File: src/rtl/dps_pkg.sv
package dps_pkg;

  typedef enum logic [2:0] {
    ST_IDLE   = 3'd0,
    ST_CLKEN  = 3'd1,
    ST_UNSHUT = 3'd2,
    ST_SETTLE = 3'd3,
    ST_POLL   = 3'd4,
    ST_READY  = 3'd5,
    ST_TMO    = 3'd6
  } dps_state_e;

  typedef struct packed {
    logic enclk;
    logic shut_n;
    logic rst_n;
    logic pwr;
    logic busy;
    logic rdy;
    logic tmo;
  } dps_drive_t;

  function automatic dps_drive_t dps_decode(dps_state_e s);
    dps_drive_t d;
    d        = '0;
    d.enclk  = (s != ST_IDLE);
    d.shut_n = (s != ST_IDLE) && (s != ST_CLKEN);
    d.rst_n  = (s == ST_SETTLE) || (s == ST_POLL) ||
               (s == ST_READY)  || (s == ST_TMO);
    d.pwr    = (s == ST_READY);
    d.busy   = (s == ST_CLKEN) || (s == ST_UNSHUT) ||
               (s == ST_SETTLE) || (s == ST_POLL);
    d.rdy    = (s == ST_READY);
    d.tmo    = (s == ST_TMO);
    return d;
  endfunction

  function automatic int dps_max3(int a, int b, int c);
    int m;
    m = a;
    if (b > m) m = b;
    if (c > m) m = c;
    return m;
  endfunction

endpackage

File: src/rtl/dps_us_tick.sv
module dps_us_tick #(
  parameter int DIV = 20
) (
  input  logic clk,
  input  logic rst_n,
  input  logic clr,
  output logic tick
);
  localparam int CW = (DIV > 1) ? $clog2(DIV) : 1;
  localparam logic [CW-1:0] LAST = CW'(DIV - 1);

  logic [CW-1:0] cnt;

  assign tick = (cnt == LAST);

  always_ff @(posedge clk or negedge rst_n) begin
    if (!rst_n) begin
      cnt <= '0;
    end else if (clr || tick) begin
      cnt <= '0;
    end else begin
      cnt <= cnt + 1'b1;
    end
  end
endmodule

File: src/rtl/dps_us_wait.sv
module dps_us_wait #(
  parameter int W = 8
) (
  input  logic         clk,
  input  logic         rst_n,
  input  logic         clr,
  input  logic         tick,
  input  logic [W-1:0] target,
  output logic [W-1:0] count,
  output logic         done
);
  assign done = (count == target);

  always_ff @(posedge clk or negedge rst_n) begin
    if (!rst_n) begin
      count <= '0;
    end else if (clr) begin
      count <= '0;
    end else if (tick && !done) begin
      count <= count + 1'b1;
    end
  end
endmodule

File: src/rtl/dps_stat_sync.sv
module dps_stat_sync #(
  parameter int STAGES = 2,
  parameter int W      = 3
) (
  input  logic         clk,
  input  logic         rst_n,
  input  logic [W-1:0] d,
  output logic [W-1:0] q
);
  generate
    if (STAGES == 0) begin : g_pass
      assign q = d;
    end else begin : g_chain
      logic [W-1:0] stg [STAGES];
      for (genvar i = 0; i < STAGES; i++) begin : g_stage
        always_ff @(posedge clk or negedge rst_n) begin
          if (!rst_n) begin
            stg[i] <= '0;
          end else if (i == 0) begin
            stg[i] <= d;
          end else begin
            stg[i] <= stg[(i > 0) ? i - 1 : 0];
          end
        end
      end
      assign q = stg[STAGES-1];
    end
  endgenerate
endmodule

File: src/rtl/dphy_pwr_seq.sv
module dphy_pwr_seq
  import dps_pkg::*;
#(
  parameter int CLK_PER_US  = 20,
  parameter int STEP_US     = 1,
  parameter int SETTLE_US   = 1000,
  parameter int POLL_LIMIT  = 100,
  parameter int SYNC_STAGES = 2,
  parameter int LANE_FW     = 3,
  parameter int STOPW_W     = 8,
  parameter int STOPW_LSB   = 8,
  parameter int CFG_W       = 16
) (
  input  logic               clk,
  input  logic               rst_n,
  input  logic               en_req,
  input  logic               dis_req,
  input  logic [LANE_FW-1:0] lane_num,
  input  logic [STOPW_W-1:0] stop_wait,
  input  logic [2:0]         phy_stat,
  output logic               phy_enableclk,
  output logic               phy_shutdown_n,
  output logic               phy_rst_n,
  output logic               core_pwr_up,
  output logic               lpclk_hs_req,
  output logic               busy,
  output logic               ready,
  output logic               timeout,
  output logic [CFG_W-1:0]   if_cfg
);
  localparam int MAXW = dps_max3(STEP_US, SETTLE_US, POLL_LIMIT);
  localparam int UW   = $clog2(MAXW + 1);
  localparam logic [UW-1:0] T_STEP   = UW'(STEP_US);
  localparam logic [UW-1:0] T_SETTLE = UW'(SETTLE_US);
  localparam logic [UW-1:0] T_POLL   = UW'(POLL_LIMIT - 1);
  localparam logic [2:0]    OK_MASK  = 3'b101;

  dps_state_e           state, nxt;
  dps_drive_t           drv;
  logic                 us_tick, w_clr, w_done, stat_ok, accept;
  logic [UW-1:0]        w_target, w_cnt;
  logic [2:0]           stat_s;
  logic [LANE_FW-1:0]   lane_m1;
  logic [CFG_W-1:0]     cfg_nxt;

  dps_stat_sync #(.STAGES(SYNC_STAGES), .W(3)) u_sync (
    .clk(clk), .rst_n(rst_n), .d(phy_stat), .q(stat_s)
  );

  dps_us_tick #(.DIV(CLK_PER_US)) u_tick (
    .clk(clk), .rst_n(rst_n), .clr(w_clr), .tick(us_tick)
  );

  dps_us_wait #(.W(UW)) u_wait (
    .clk(clk), .rst_n(rst_n), .clr(w_clr), .tick(us_tick),
    .target(w_target), .count(w_cnt), .done(w_done)
  );

  assign stat_ok = |(stat_s & OK_MASK);
  assign accept  = (state == ST_IDLE) && en_req && !dis_req;

  always_comb begin
    unique case (state)
      ST_CLKEN, ST_UNSHUT: w_target = T_STEP;
      ST_SETTLE:           w_target = T_SETTLE;
      default:             w_target = T_POLL;
    endcase
  end

  always_comb begin
    nxt = state;
    unique case (state)
      ST_IDLE:   if (en_req) nxt = ST_CLKEN;
      ST_CLKEN:  if (w_done) nxt = ST_UNSHUT;
      ST_UNSHUT: if (w_done) nxt = ST_SETTLE;
      ST_SETTLE: if (w_done) nxt = ST_POLL;
      ST_POLL: begin
        if (us_tick) begin
          if (stat_ok)              nxt = ST_READY;
          else if (w_cnt == T_POLL) nxt = ST_TMO;
        end
      end
      default:   nxt = state;
    endcase
    if (dis_req) nxt = ST_IDLE;
  end

  assign w_clr = (nxt != state) || (state == ST_IDLE);

  always_comb begin
    lane_m1 = lane_num - LANE_FW'(1);
    cfg_nxt = '0;
    cfg_nxt[LANE_FW-1:0]          = lane_m1;
    cfg_nxt[STOPW_LSB +: STOPW_W] = stop_wait;
  end

  always_ff @(posedge clk or negedge rst_n) begin
    if (!rst_n) begin
      state  <= ST_IDLE;
      drv    <= '0;
      if_cfg <= '0;
    end else begin
      state <= nxt;
      drv   <= dps_decode(nxt);
      if (accept) if_cfg <= cfg_nxt;
    end
  end

  assign phy_enableclk  = drv.enclk;
  assign phy_shutdown_n = drv.shut_n;
  assign phy_rst_n      = drv.rst_n;
  assign core_pwr_up    = drv.pwr;
  assign lpclk_hs_req   = drv.pwr;
  assign busy           = drv.busy;
  assign ready          = drv.rdy;
  assign timeout        = drv.tmo;
endmodule

File: config.mk
export PLATFORM = sky130hd
export DESIGN_NAME = dphy_pwr_seq
export DESIGN_NICKNAME = d
export VERILOG_FILES = /design/src/rtl/dps_pkg.sv /design/src/rtl/dps_us_tick.sv /design/src/rtl/dps_us_wait.sv /design/src/rtl/dps_stat_sync.sv /design/src/rtl/dphy_pwr_seq.sv
export SDC_FILE = /design/constraint.sdc
export NUM_CORES = 1
export LEC_CHECK = 0
export ABC_AREA = 1
export BUFFER_PORTS_ARGS = -buffer_cell sky130_fd_sc_hd__buf_2
export CORE_MARGIN = 3
export CORE_UTILIZATION = 55
export CTS_CLUSTER_SIZE = 14
export DETAILED_ROUTE_END_ITERATION = 6
export PLACE_DENSITY = 0.86
export SETUP_SLACK_MARGIN = 0.15
export SLEW_MARGIN = 20
export SYNTH_ARGS = -nofsm -noshare
export SYNTH_HDL_FRONTEND = slang
export SYNTH_HIERARCHICAL = 1
export SYNTH_SLANG_ARGS = --single-unit
File: constraint.sdc
create_clock -name clk -period 3.59 [get_ports clk]
set_input_delay 0.718 -clock clk [delete_from_list [all_inputs] [get_ports clk]]
set_output_delay 0.718 -clock clk [all_outputs]
set_load 0.005 [all_outputs]
## Word-level counts from Yosys, hierarchy flattened

Cells that the tools add are included.

- Add/sub/neg operators: 3
- Equality and inequality tests: 15
- Mux-type cells: 13
- Reduce and logical (&&, ||, !) cells: 19

Operator list:

| kind | count |
|---|---|
| $mux 3 | 8 |
| $mux 10 | 2 |
| $pmux 10 s2 | 1 |
| $pmux 3 s5 | 1 |
| $eq 3x2->1 const B | 4 |
| $eq 3x3->1 const B | 4 |
| $add 10x1->10 const B | 1 |
| $eq 10x10->1 | 1 |
| $eq 10x7->1 const B | 1 |
| $logic_or 1x1->1 | 8 |
| $eq 3x1->1 const B | 2 |
| $add 5x1->5 const B | 1 |
| $eq 5x5->1 const B | 1 |
| $mux 5 | 1 |
| $logic_and 1x1->1 | 4 |
| $reduce_or 2->1 | 2 |
| $logic_not 3->1 | 1 |
| $ne 3x1->1 const B | 1 |
| $ne 3x3->1 | 1 |
| $reduce_bool 3->1 | 1 |
| $sub 3x1->3 const B | 1 |
| $logic_not 1->1 | 2 |
| $reduce_bool 2->1 | 1 |

- Register bits after elaboration: 41
- Bits of input ports: 18
- Output and inout bits: 24
- Word-level logic and storage cells: 62

## Longest topological paths before layout

Gate-level depths: netlist (run 1).

- Depth in word-level cells: 11
- Depth in mapped cells: 26
- Mapped depth without buffers: 23

## Cells and area by module

The synthesis (run 1) kept the hierarchy.

Modules (own cells, without submodules):

| module | times used | cells an instance | area each (um2) | sequential area each (um2) |
|---|---|---|---|---|
| dphy_pwr_seq | 1 | 153 | 1207.4 | 500.5 |
| dps_us_wait | 1 | 144 | 879.6 | 250.2 |
| dps_us_tick | 1 | 30 | 257.7 | 125.1 |
| dps_stat_sync | 1 | 9 | 172.7 | 150.1 |

## Worst setup path after synthesis (run 1)

No wires, ideal clock.

- Path kind: reg-to-reg
- Start: register state[1]
- End: register u_wait.count[0]
- Setup time: 66 ps
- Arrival time: 2815 ps
- Data required time: 3524 ps
- Setup slack: 708 ps
- Cell stages (with the launch flop): 25
- Buffers on the path: 2
- Period minus slack after synthesis: 2882 ps
- Path through: dfrtp_1 nand2_1 nor2_1 inv_1 nand2_1 nand2_1 nor2_2 nand2_1 nor2_1 nand2_1 buf_6 inv_2 inv_1 o21ai_2 nor2_4 nand2_4 nand2_8 inv_4 nand2_1 nand2_1 nand2_1 inv_1 buf_1 nand4_1 nand2_1

- Longest elaborated chain between the ends: 10
- Elaborated cells on any way between the ends: 23
- Classes of those cells: 6 x eq/ne; 11 x mux; 6 x reduce/logical

Ends and longest elaborated chain:

| element | line | text |
|---|---|---|
| from (decl) | dphy_pwr_seq.sv:38 | `dps_state_e state, nxt;` |
| from (signal assigned) | dphy_pwr_seq.sv:103 | `state <= nxt;` |
| $eq 3x2->1 or $eq 3x1->1 (tied branches) | dphy_pwr_seq.sv:63 | `unique case (state)` |
| $reduce_or 2->1 | dphy_pwr_seq.sv:63 |  |
| $pmux 10 s2 (*) | dphy_pwr_seq.sv:63 |  |
| named net w_target[3] | dphy_pwr_seq.sv:41 | `logic [UW-1:0] w_target, w_cnt;` |
| $eq 10x10->1 (*) | dps_us_wait.sv:12 | `assign done = (count == target);` |
| named net w_done | dphy_pwr_seq.sv:40 | `logic us_tick, w_clr, w_done, stat_ok, accept;` |
| $mux 3, on equally long branches | dphy_pwr_seq.sv:76, dphy_pwr_seq.sv:74, dphy_pwr_seq.sv:75 |  |
| $pmux 3 s5 (*) | dphy_pwr_seq.sv:72 | `unique case (state)` |
| $mux 3 (*) | dphy_pwr_seq.sv:85 | `if (dis_req) nxt = ST_IDLE;` |
| named net nxt[0] | dphy_pwr_seq.sv:38 |  |
| $ne 3x3->1 (*) | dphy_pwr_seq.sv:88 | `assign w_clr = (nxt != state) \|\| (state == ST_IDLE);` |
| $logic_or 1x1->1 (*) | dphy_pwr_seq.sv:88 |  |
| named net w_clr | dphy_pwr_seq.sv:40 |  |
| $mux 10 or $reduce_bool 2->1 (tied branches) | n/a |  |
| to (signal assigned) | dps_us_wait.sv:20 | `count <= count + 1'b1;` |
| to (decl) | dps_us_wait.sv:9 | `output logic [W-1:0] count,` |

The timed path passes the listed nets; every way through them passes the cells marked *.
A chain may end at the register's enable or synchronous reset.

## Final worst setup path (run 1)

Ends and elaborated chain as after synthesis.

==> metrics.yaml, run 1 <==
power_and_ir_drop:
  power.density_nw_per_um2: 360
  switchingPower_uw: 262
  pwr-share-comb_pct: 14.3
  cellInternalPower_uw: 735
  clockPowerShare_pct: 37.3
  power.share.sequential_pct: 48.4
  power_leakage_uw: 0.00156
  ir_drop_mv: 0.266
  swShare_pct: 26.3
sta:
  maxSlewViolCount: 0
  setup_slack_ns: 0.549
  setup_viol: 0
  tightest_slew_ns: 0.837
  fmaxAchievable_ghz: 0.329
  hold_viol_final: 0
  finalSetupTns_ns: 0
  finalCriticalPeriod_ns: 3.04
  relSlewSlack_pct: 44.2
  timing.final.crit_share_pct: 84.7
  skew_ns: 0.00815
  rsz0062_at_grt: "false"
route:
  dr.pass1.iters: 4
  ant_nets: 0
  dr.first_iter.drc_count: 111
  drc_errors: 0
  wirelength_mm: 4.85
  viasPerCell: 4.92
  wl_per_cell_um: 11.5
  num_vias: 2080
grt:
  grt_overflow_total: 0
  grt_max_degree: 40
  antenna_found_initial: 0
  grt.total_usage_pct: 20.8
  grt_pass1_vias: 1994
  grt_pass1_wl_mm: 8.66
worst_setup_path:
  worstPathMaxFanout: 20
  r2r_setup_slack_ns: 0.55
  cp-startpoint: "state[1]"
  path_class: "reg2reg"
  critPathLaunchType: "flop"
  worstPathArrival_ns: 3.27
  reg2reg_from: "state[1]"
  worstReg2RegEnd: "u_wait/count[0]"
  endpoint_kind: "flop"
  ff2ff_path_depth: 24
  required_ns: 3.82
layout:
  stdcell_count: 423
  nNetsFinal: 393
  final_cell_mix: "nand2_1, inv_1, dfrtp_1"
  area_growth_pct: 12.7
  n_antenna_cell: 0
  final_layout_size_suffix_gt1_share_pct: 25.7
  final_common_cell: "nand2_1"
clock_tree:
  cts-buffers-inserted: 5
  clockBufferDepth: 2
  clock-sinks: 39
  clk_pin_slew_ns: 0.08
  cts_tree: "done"
  postCtsSetupBuffers: 0
  cts.htree.levels: 2
  cts_resized: 0
  cts-root-buf: "clkbuf_8"
  insertion_delay_ns: 0.30
  hold_buffers: 0
hold_path:
  hp-start: "u_sync/g_chain.stg[5]"
  hold_path_class: "reg2reg"
  hold_path_depth: 0
  min_to: "u_sync/q[2]"
die:
  core-area_um2: 4140
  die_h_um: 72.9
  dieArea_um2: 5310
  start_util_pct: 59.4
  io_pins: 42
  row_count: 23
  die_w_um: 72.9
placed_design:
  dpl.hpwl_mm: 3.60
  gp_congestion: 0.916
  pre_cts_ws_ns: 0.600
  io_buffer_count: 35
  placed_cells: 415
run_status:
  outcome: "finished, final reports clean"
logic_synthesis:
  avgSynthCellArea_um2: 7.39
  yosys_warnings: 6
  synth_area_um2: 2460
  syn_inst: 333
run:
  maxCapViolCount: 0
## how the worst max path moves through the flow
stage	slack [ns]	depth (start not counted)	to
after floorplan	0.71	24	u_wait/count[0]
after detailed placement	0.60	24	u_wait/count[0]
final	0.55	24	u_wait/count[0]
after global placement	0.67	24	u_wait/count[7]
after CTS	0.57	24	u_wait/count[0]
after global routing	0.32	24	u_wait/count[1]
## critical path, stage by stage (launching register included)
cell and delay, ns:
dfrtp_1 0.53, nand2_1 0.16, nor2_1 0.30, buf_4 0.21, inv_1 0.04, nand2_1 0.05
nand2_1 0.06, nor2_2 0.11, nand2_2 0.08, inv_1 0.06, nand2_1 0.09, inv_2 0.11
inv_1 0.08, o21ai_2 0.19, nor2_4 0.05, nand2_4 0.10, nand2_8 0.07, inv_4 0.06
nand2_1 0.05, nand2_1 0.06, nand2_1 0.10, inv_1 0.11, buf_12 0.15, nand4_1 0.09
nand2_1 0.08
## registers in the layout, summed over array words and instances, names as in the netlist
name	flops
if_cfg	11
u_wait/count	10
u_tick/cnt	5
state	3
u_sync/g_chain.stg	2
u_sync/q	2
busy	1
phy_enableclk	1
phy_rst_n	1
phy_shutdown_n	1
ready	1
timeout	1
## power groups by stage
stage / Clock [uW] / Sequential (uW) / Combinational (uW)
6_report: 371 / 483 / 143
5_1_grt: 398 / 487 / 162
4_1_cts: 380 / 483 / 145
3_5_place_dp: 0 / 491 / 143
3_3_place_gp: 0 / 489 / 139
2_1_floorplan: 0 / 493 / 87.8
## per-stage QoR
stage	total power, uW	hold WS (ns)	instance area [um2]	utilization [%]
finish	997	0.357	2770	66.9
floorplan	581	0.331	2490	-
CTS	1010	0.359	2770	66.9
global route	1050	0.375	2770	66.9
global placement	628	0.335	2660	64.1
detailed placement	635	0.337	2660	64.1
## metal layers
layer | global-route usage (%) | vias up | share of wire [%]
li1 | - | 1076 | -
met1 | 26.4 | 965 | 45
met2 | 36.0 | 35 | 51
met5 | 0 | - | 0
met3 | 3.99 | 4 | 3.8
met4 | 6.15 | 0 | 0.91
## cell type report
| cell class | count | area (um2) |
|---|---|---|
| fillers | 348 | 1370 |
| well taps | 50 | 62.6 |
| clock buffers | 5 | 68.8 |
| inverters | 59 | 226 |
| clock inverters | 3 | 46.3 |
| flip-flops and latches | 39 | 976 |
| multi-input cells | 227 | 1170 |
| repair buffers | 40 | 225 |
No activity file was read; power rests on OpenSTA's default activity.
==> run 2: changes to the inputs <==
ABC_AREA = 0   (was 1)
PLACE_DENSITY = 0.88   (was 0.86)
clock period = 3 ns   (was 3.59 ns; I/O delays follow)
==> run 2 against run 1 <==
- design area fell by 13%
- total power rose by 7.6%
- routed wire length fell by 15%
- hold slack got worse by 0.0042 ns
- sequential power rose by 20%
==> metrics.yaml, run 2 <==
worst_setup_path:
  cp-startpoint: "state[1]"  # unchanged
  worstPathArrival_ns: 2.90  # was 3.27 ns
  critPathTopFamily: "simple AND/OR/NAND/NOR gates"  # unchanged
  max_stage_delay_ns: 0.44  # was 0.53 ns
  endpoint_kind: "flop"  # unchanged
  worstPathMaxFanout: 7  # was 20
  path_class: "reg2reg"  # unchanged
  required_ns: 3.18  # was 3.82 ns
  critPathLaunchType: "flop"  # unchanged
  path_cells: "xor2_1 -> nand2_2 -> xnor2_2 -> nand4_1 -> nor4_4 -> a21oi_1 -> a221o_1 -> o21ai_4 -> buf_4 -> nor2_1 -> mux2_2"  # was nand2_1 -> nor2_1 -> buf_4 -> inv_1 -> nand2_1 -> nand2_1 -> nor2_2 -> nand2_2 -> inv_1 -> nand2_1 -> inv_2 -> inv_1 -> o21ai_2 -> nor2_4 -> nand2_4 -> nand2_8 -> inv_4 -> nand2_1 -> nand2_1 -> nand2_1 -> inv_1 -> buf_12 -> nand4_1 -> nand2_1
  slowest_stage: "dfrtp_1"  # unchanged
  path_buf_inv: 1  # was 8
  reg2reg_from: "state[1]"  # unchanged
power_and_ir_drop:
  clockPowerShare_pct: 31.5  # was 37.3%
  pwr-share-comb_pct: 14.2  # was 14.3%
  ir_drop_mv: 0.358  # was 0.266 mV
  cellInternalPower_uw: 789  # was 735 uW
  power.share.sequential_pct: 54.3  # was 48.4%
  power.density_nw_per_um2: 443  # was 360 nW/um2
  swShare_pct: 26.5  # was 26.3%
  switchingPower_uw: 284  # was 262 uW
  power_leakage_uw: 0.00116  # was 0.00156 uW
clock_tree:
  cts_tree: "done"  # unchanged
  cts-root-buf: "clkbuf_8"  # unchanged
  clk_pin_slew_ns: 0.07  # was 0.08 ns
  cts.htree.levels: 2  # unchanged
  insertion_delay_ns: 0.30  # about the same
  clockBufferDepth: 2  # unchanged
  cts-buffers-inserted: 5  # unchanged
  clock-sinks: 39  # unchanged
route:
  maxUsedRoutingLayer: "met4"  # unchanged
  dr.first_iter.drc_count: 100  # was 111
  dr.pass1.iters: 4  # unchanged
  ant_nets: 0  # unchanged
  drc_errors: 0  # unchanged
  viasPerCell: 5.42  # was 4.92
  wirelength_mm: 4.11  # was 4.85 mm
  wl_per_cell_um: 13.6  # was 11.5 um
  num_vias: 1637  # was 2080
  wirelength_met1_mm: 1.78  # was 2.16 mm
  dr_wl_met3_um: 190  # was 184 um
  wl_met2_mm: 2.06  # was 2.46 mm
layout:
  finalInstanceArea_um2: 2420  # was 2770 um2
  nNetsFinal: 276  # was 393
  final_cell_mix: "dfrtp_1, nand2_1, buf_2"  # was nand2_1, inv_1, dfrtp_1
  area_growth_pct: 17.0  # was 12.7%
  largest_reg_flops: 11  # unchanged
  final_common_cell: "dfrtp_1"  # was nand2_1
  top_register: "if_cfg"  # unchanged
  n_antenna_cell: 0  # unchanged
  final_layout_size_suffix_gt1_share_pct: 30.9  # was 25.7%
  biggestRegsByFlops: "if_cfg: 11 flops, u_wait/count: 10 flops, u_tick/cnt: 5 flops"  # unchanged
die:
  die_w_um: 67.4  # was 72.9 um
  start_util_pct: 59.7  # was 59.4%
  io_pins: 42  # unchanged
  core-area_um2: 3470  # was 4140 um2
  die_h_um: 67.4  # was 72.9 um
  row_count: 21  # was 23
  dieArea_um2: 4540  # was 5310 um2
placed_design:
  pre_cts_ws_ns: 0.193  # was 0.600 ns
  io_buffer_count: 35  # unchanged
  place_area_um2: 2280  # was 2660 um2
  dpl.hpwl_mm: 2.87  # was 3.60 mm
  gp_congestion: 0.877  # was 0.916
grt:
  grt_pass1_vias: 1455  # was 1994
  antenna_found_initial: 0  # unchanged
  grt_overflow_total: 0  # unchanged
  grt_pass1_wl_mm: 6.40  # was 8.66 mm
  grt.total_usage_pct: 19.1  # was 20.8%
  grt_max_degree: 40  # unchanged
sta:
  relSlewSlack_pct: 44.6  # was 44.2%
  fmaxAchievable_ghz: 0.367  # was 0.329 GHz
  rsz0062_at_grt: "false"  # unchanged
  hold_viol_final: 0  # unchanged
  setup_viol: 0  # unchanged
  tightest_slew_ns: 0.831  # was 0.837 ns
  skew_ns: 0.00366  # was 0.00815 ns
  finalSetupTns_ns: 0  # unchanged
  maxSlewViolCount: 0  # unchanged
  finalCriticalPeriod_ns: 2.72  # was 3.04 ns
  setup_slack_ns: 0.279  # was 0.549 ns
  finalHoldWorstSlack_ns: 0.352  # was 0.357 ns
  timing.final.crit_share_pct: 90.7  # was 84.7%
run_status:
  outcome: "finished, final reports clean"  # unchanged
logic_synthesis:
  syn_inst: 210  # was 333
  avgSynthCellArea_um2: 9.87  # was 7.39 um2
  synth_area_um2: 2070  # was 2460 um2
  yosys_warnings: 6  # unchanged
hold_path:
  hp-start: "u_sync/g_chain.stg[3]"  # was u_sync/g_chain.stg[5]
  hold_path_class: "reg2reg"  # unchanged
run:
  maxCapViolCount: 0  # unchanged
-- run 2: cell types whose count changed in the layout (fill, tap and decap cells not counted), moves of 6 or more --
cell / before / now
nand2_1: 109 / 36
or4_1: 0 / 6
nand2_2: 7 / 1
xnor2_1: 2 / 10
buf_4: 4 / 13
nand3_1: 21 / 4
nand4_1: 16 / 4
inv_1: 48 / 6
a21oi_1: 1 / 10
nor2_2: 10 / 2
nor2_1: 20 / 8
-- run 2: area by class of cell --
cell class              instances  area, um2
clock buffers                   5       68.8
clock inverters                 3       15.0
fillers                       270       1040
inverters                      10       37.5
multi-input cells             151        997
flip-flops and latches         39        976
well taps                      46       57.6
repair buffers                 48        273
-- run 2: power by group through the flow --
stage                     logic [uW]  clock network [uW]  registers, uW
after floorplan                 81.8                   0            595
after global placement           141                   0            590
after detailed placement         146                   0            593
after CTS                        147                 346            583
after global routing             171                 370            587
final                            152                 338            582
-- run 2: timing repair --
item                       in CTS  in global routing
resized for setup               0                  3
setup buffers                   0                  6
hold buffers                    0                  0
setup endpoints to repair       0                  9
-- run 2: per-stage QoR --
| stage | total power, uW | util [%] | std cells |
|---|---|---|---|
| after global placement | 730 | 65.8 | 288 |
| after global routing | 1130 | 69.9 | 302 |
| after detailed placement | 739 | 65.8 | 288 |
| final | 1070 | 69.9 | 302 |
| after floorplan | 677 | - | 216 |
| after CTS | 1080 | 68.2 | 296 |
-- run 2: final timing paths --
check,end,slack (ns),depth (start not counted)
max,u_wait/count[0],0.28,11
min,u_sync/q[0],0.35,0
max reg2reg,u_wait/count[0],0.28,11
min reg2reg,u_sync/q[0],0.35,0
max in group asynchronous,u_wait/count[0],2.07,1
min in group asynchronous,u_tick/cnt[3],0.40,1
-- run 2: routing by layer --
metal  track usage [%]  up-vias
met5                 0        -
met4              9.62        0
met3              4.49        7
met2              31.4       33
met1              23.3      796
li1                  -      801
-- run 2: worst register-to-register path: cells and delay by family, from the launching register on --
family	cells	cell delay (ns)
XOR/XNOR	2	0.37
AO/OA/AOI/OAI	3	0.67
multiplexers	1	0.26
AND/OR/NAND/NOR	4	0.67
buffers and inverters	1	0.19
flip-flops	1	0.44
==> run 3: changes to the inputs <==
PLACE_DENSITY = 0.8   (was 0.88)
==> run 3 against run 2 <==
- combinational power hardly changed
- fmax is 0.44% higher
- hold slack is essentially flat
- critical endpoint is now u_wait/count[3]
- highest routed layer unchanged
==> metrics.yaml, run 3 (synthesis gave the netlist of run 2 again) <==
worst_setup_path:
  worstPathArrival_ns: 2.88  # was 2.90 ns
  max_stage_delay_ns: 0.44  # about the same
  critPathLaunchType: "flop"  # unchanged
  path_class: "reg2reg"  # unchanged
  path_cells: "xor2_1 -> nand2_1 -> xnor2_1 -> nand4_1 -> nor4_4 -> a21oi_1 -> a221o_1 -> o21ai_2 -> nor2_1 -> mux2_1"  # was xor2_1 -> nand2_2 -> xnor2_2 -> nand4_1 -> nor4_4 -> a21oi_1 -> a221o_1 -> o21ai_4 -> buf_4 -> nor2_1 -> mux2_2
  ff2ff_path_depth: 10  # was 11
  worstPathMaxFanout: 6  # was 7
  reg2reg_from: "state[1]"  # unchanged
  r2r_setup_slack_ns: 0.29  # was 0.28 ns
  slowest_stage: "nor4_4"  # was dfrtp_1
  endpoint_kind: "flop"  # unchanged
  required_ns: 3.17  # was 3.18 ns
  worstReg2RegEnd: "u_wait/count[3]"  # was u_wait/count[0]
sta:
  finalCriticalPeriod_ns: 2.71  # was 2.72 ns
  maxSlewViolCount: 0  # unchanged
  hold_viol_final: 0  # unchanged
  tightest_slew_ns: 0.822  # was 0.831 ns
  relSlewSlack_pct: 45.2  # was 44.6%
  finalSetupTns_ns: 0  # unchanged
  rsz0062_at_grt: "false"  # unchanged
  setup_viol: 0  # unchanged
  fmaxAchievable_ghz: 0.369  # was 0.367 GHz
  timing.final.crit_share_pct: 90.3  # was 90.7%
  skew_ns: 0.00423  # was 0.00366 ns
clock_tree:
  clk_pin_slew_ns: 0.07  # about the same
  cts_tree: "done"  # unchanged
  cts-buffers-inserted: 5  # unchanged
  clock-sinks: 39  # unchanged
  hold_buffers: 0  # unchanged
  cts-root-buf: "clkbuf_8"  # unchanged
  insertion_delay_ns: 0.29  # was 0.30 ns
  clockBufferDepth: 2  # unchanged
  cts.htree.levels: 2  # unchanged
route:
  dr_wl_met3_um: 168  # was 190 um
  viasPerCell: 5.42  # about the same
  dr.first_iter.drc_count: 120  # was 100
  drc_errors: 0  # unchanged
  wirelength_mm: 4.01  # was 4.11 mm
  wirelength_met1_mm: 1.77  # was 1.78 mm
  wl_met2_mm: 2.05  # was 2.06 mm
  wl_per_cell_um: 13.2  # was 13.6 um
  maxUsedRoutingLayer: "met4"  # unchanged
  ant_nets: 0  # unchanged
  num_vias: 1642  # was 1637
  dr.pass1.iters: 4  # unchanged
layout:
  regArea_um2: 978  # was 976 um2
  n_antenna_cell: 0  # unchanged
  num-fill-cells: 278  # was 270
  final_cell_mix: "nand2_1, dfrtp_1, buf_2"  # was dfrtp_1, nand2_1, buf_2
  biggestRegsByFlops: "if_cfg: 11 flops, u_wait/count: 10 flops, u_tick/cnt: 5 flops"  # unchanged
  top_register: "if_cfg"  # unchanged
  nNetsFinal: 277  # was 276
  largest_reg_flops: 11  # unchanged
  multi_input_area_um2: 996  # was 997 um2
  finalInstanceArea_um2: 2470  # was 2420 um2
  final_layout_size_suffix_gt1_share_pct: 30.7  # was 30.9%
  area_growth_pct: 19.4  # was 17.0%
run_status:
  outcome: "finished, final reports clean"  # unchanged
placed_design:
  gp_congestion: 0.776  # was 0.877
  io_buffer_count: 35  # unchanged
  place_area_um2: 2280  # unchanged
  dpl.hpwl_mm: 2.80  # was 2.87 mm
grt:
  grt_max_degree: 40  # unchanged
  grt_pass1_vias: 1480  # was 1455
  grt_overflow_total: 0  # unchanged
  grt.total_usage_pct: 19.0  # was 19.1%
  antenna_found_initial: 0  # unchanged
  grt_pass1_wl_mm: 6.49  # was 6.40 mm
die:
  die_h_um: 67.4  # unchanged
  core-area_um2: 3470  # unchanged
  io_pins: 42  # unchanged
  die_w_um: 67.4  # unchanged
  dieArea_um2: 4540  # unchanged
  row_count: 21  # unchanged
  start_util_pct: 59.7  # unchanged
hold_path:
  min_to: "u_sync/q[2]"  # was u_sync/q[0]
  hold_path_class: "reg2reg"  # unchanged
  hp-start: "u_sync/g_chain.stg[5]"  # was u_sync/g_chain.stg[3]
  hold_path_depth: 0  # unchanged
power_and_ir_drop:
  ir_drop_mv: 0.417  # was 0.358 mV
  power.density_nw_per_um2: 502  # was 443 nW/um2
  power_leakage_uw: 0.00116  # about the same
run:
  maxCapViolCount: 0  # unchanged
-- run 3: cell types whose count changed in the layout (fill, tap and decap cells not counted), sizes merged --
cell	delta
o21ai	+1
clkinv	-3
bufinv	+2
clkbuf	+1
-- run 3: through the flow --
step | worst slack [ns] | std cells | power [uW] | util, % | hold slack, ns
global placement | 0.223 | 288 | 732 | 65.8 | 0.332
CTS | 0.156 | 296 | 1250 | 69.6 | 0.357
global route | 0.164 | 303 | 1300 | 71.4 | 0.360
finish | 0.291 | 303 | 1240 | 71.4 | 0.352
detailed placement | 0.196 | 288 | 738 | 65.8 | 0.346
floorplan | 0.0230 | 216 | 677 | - | 0.304
-- run 3: worst max-delay path by stage --
stage	cells after the start	from	slack, ns	endpoint
after floorplan	12	state[1]	0.02	u_wait/count[3]
after global placement	10	state[1]	0.22	u_wait/count[3]
after detailed placement	10	state[1]	0.20	u_wait/count[3]
after CTS	10	state[1]	0.16	u_wait/count[3]
after global routing	10	state[1]	0.16	u_wait/count[3]
final	10	state[1]	0.29	u_wait/count[3]
-- run 3: repair_timing --
item | in CTS | in global routing
buffers inserted | 0 | 6
gates resized for setup | 0 | 3
setup endpoints to repair | 0 | 8
-- run 3: area by class of cell --
| cell class | instances | area share [%] |
|---|---|---|
| clock buffers | 6 | 2.93 |
| clock inverters | 2 | 2.43 |
| inverters | 10 | 1.52 |
| multi-input cells | 152 | 40.2 |
| flip-flops and latches | 39 | 39.5 |
| well taps | 46 | 2.33 |
| repair buffers | 48 | 11.0 |
-- run 3: critical path, delay by kind of cell, from the launching register on --
family	cells	cell delay, ns
muxes	1	0.28
DFF	1	0.43
AOI/OAI and AO/OA	3	0.75
and+or+nand+nor	4	0.78
xor gates and xnor gates	2	0.34
-- run 3: per-layer routing --
metal / global-route usage (%) / vias up
met4: 7.85 / 0
met5: 0 / -
met2: 31.5 / 36
li1: - / 808
met3: 5.16 / 4
met1: 23.4 / 794
-- run 3: power breakdown --
part	switching, uW	internal [uW]
Sequential	18.3	564
Clock	176	332
Combinational	84.0	68.6
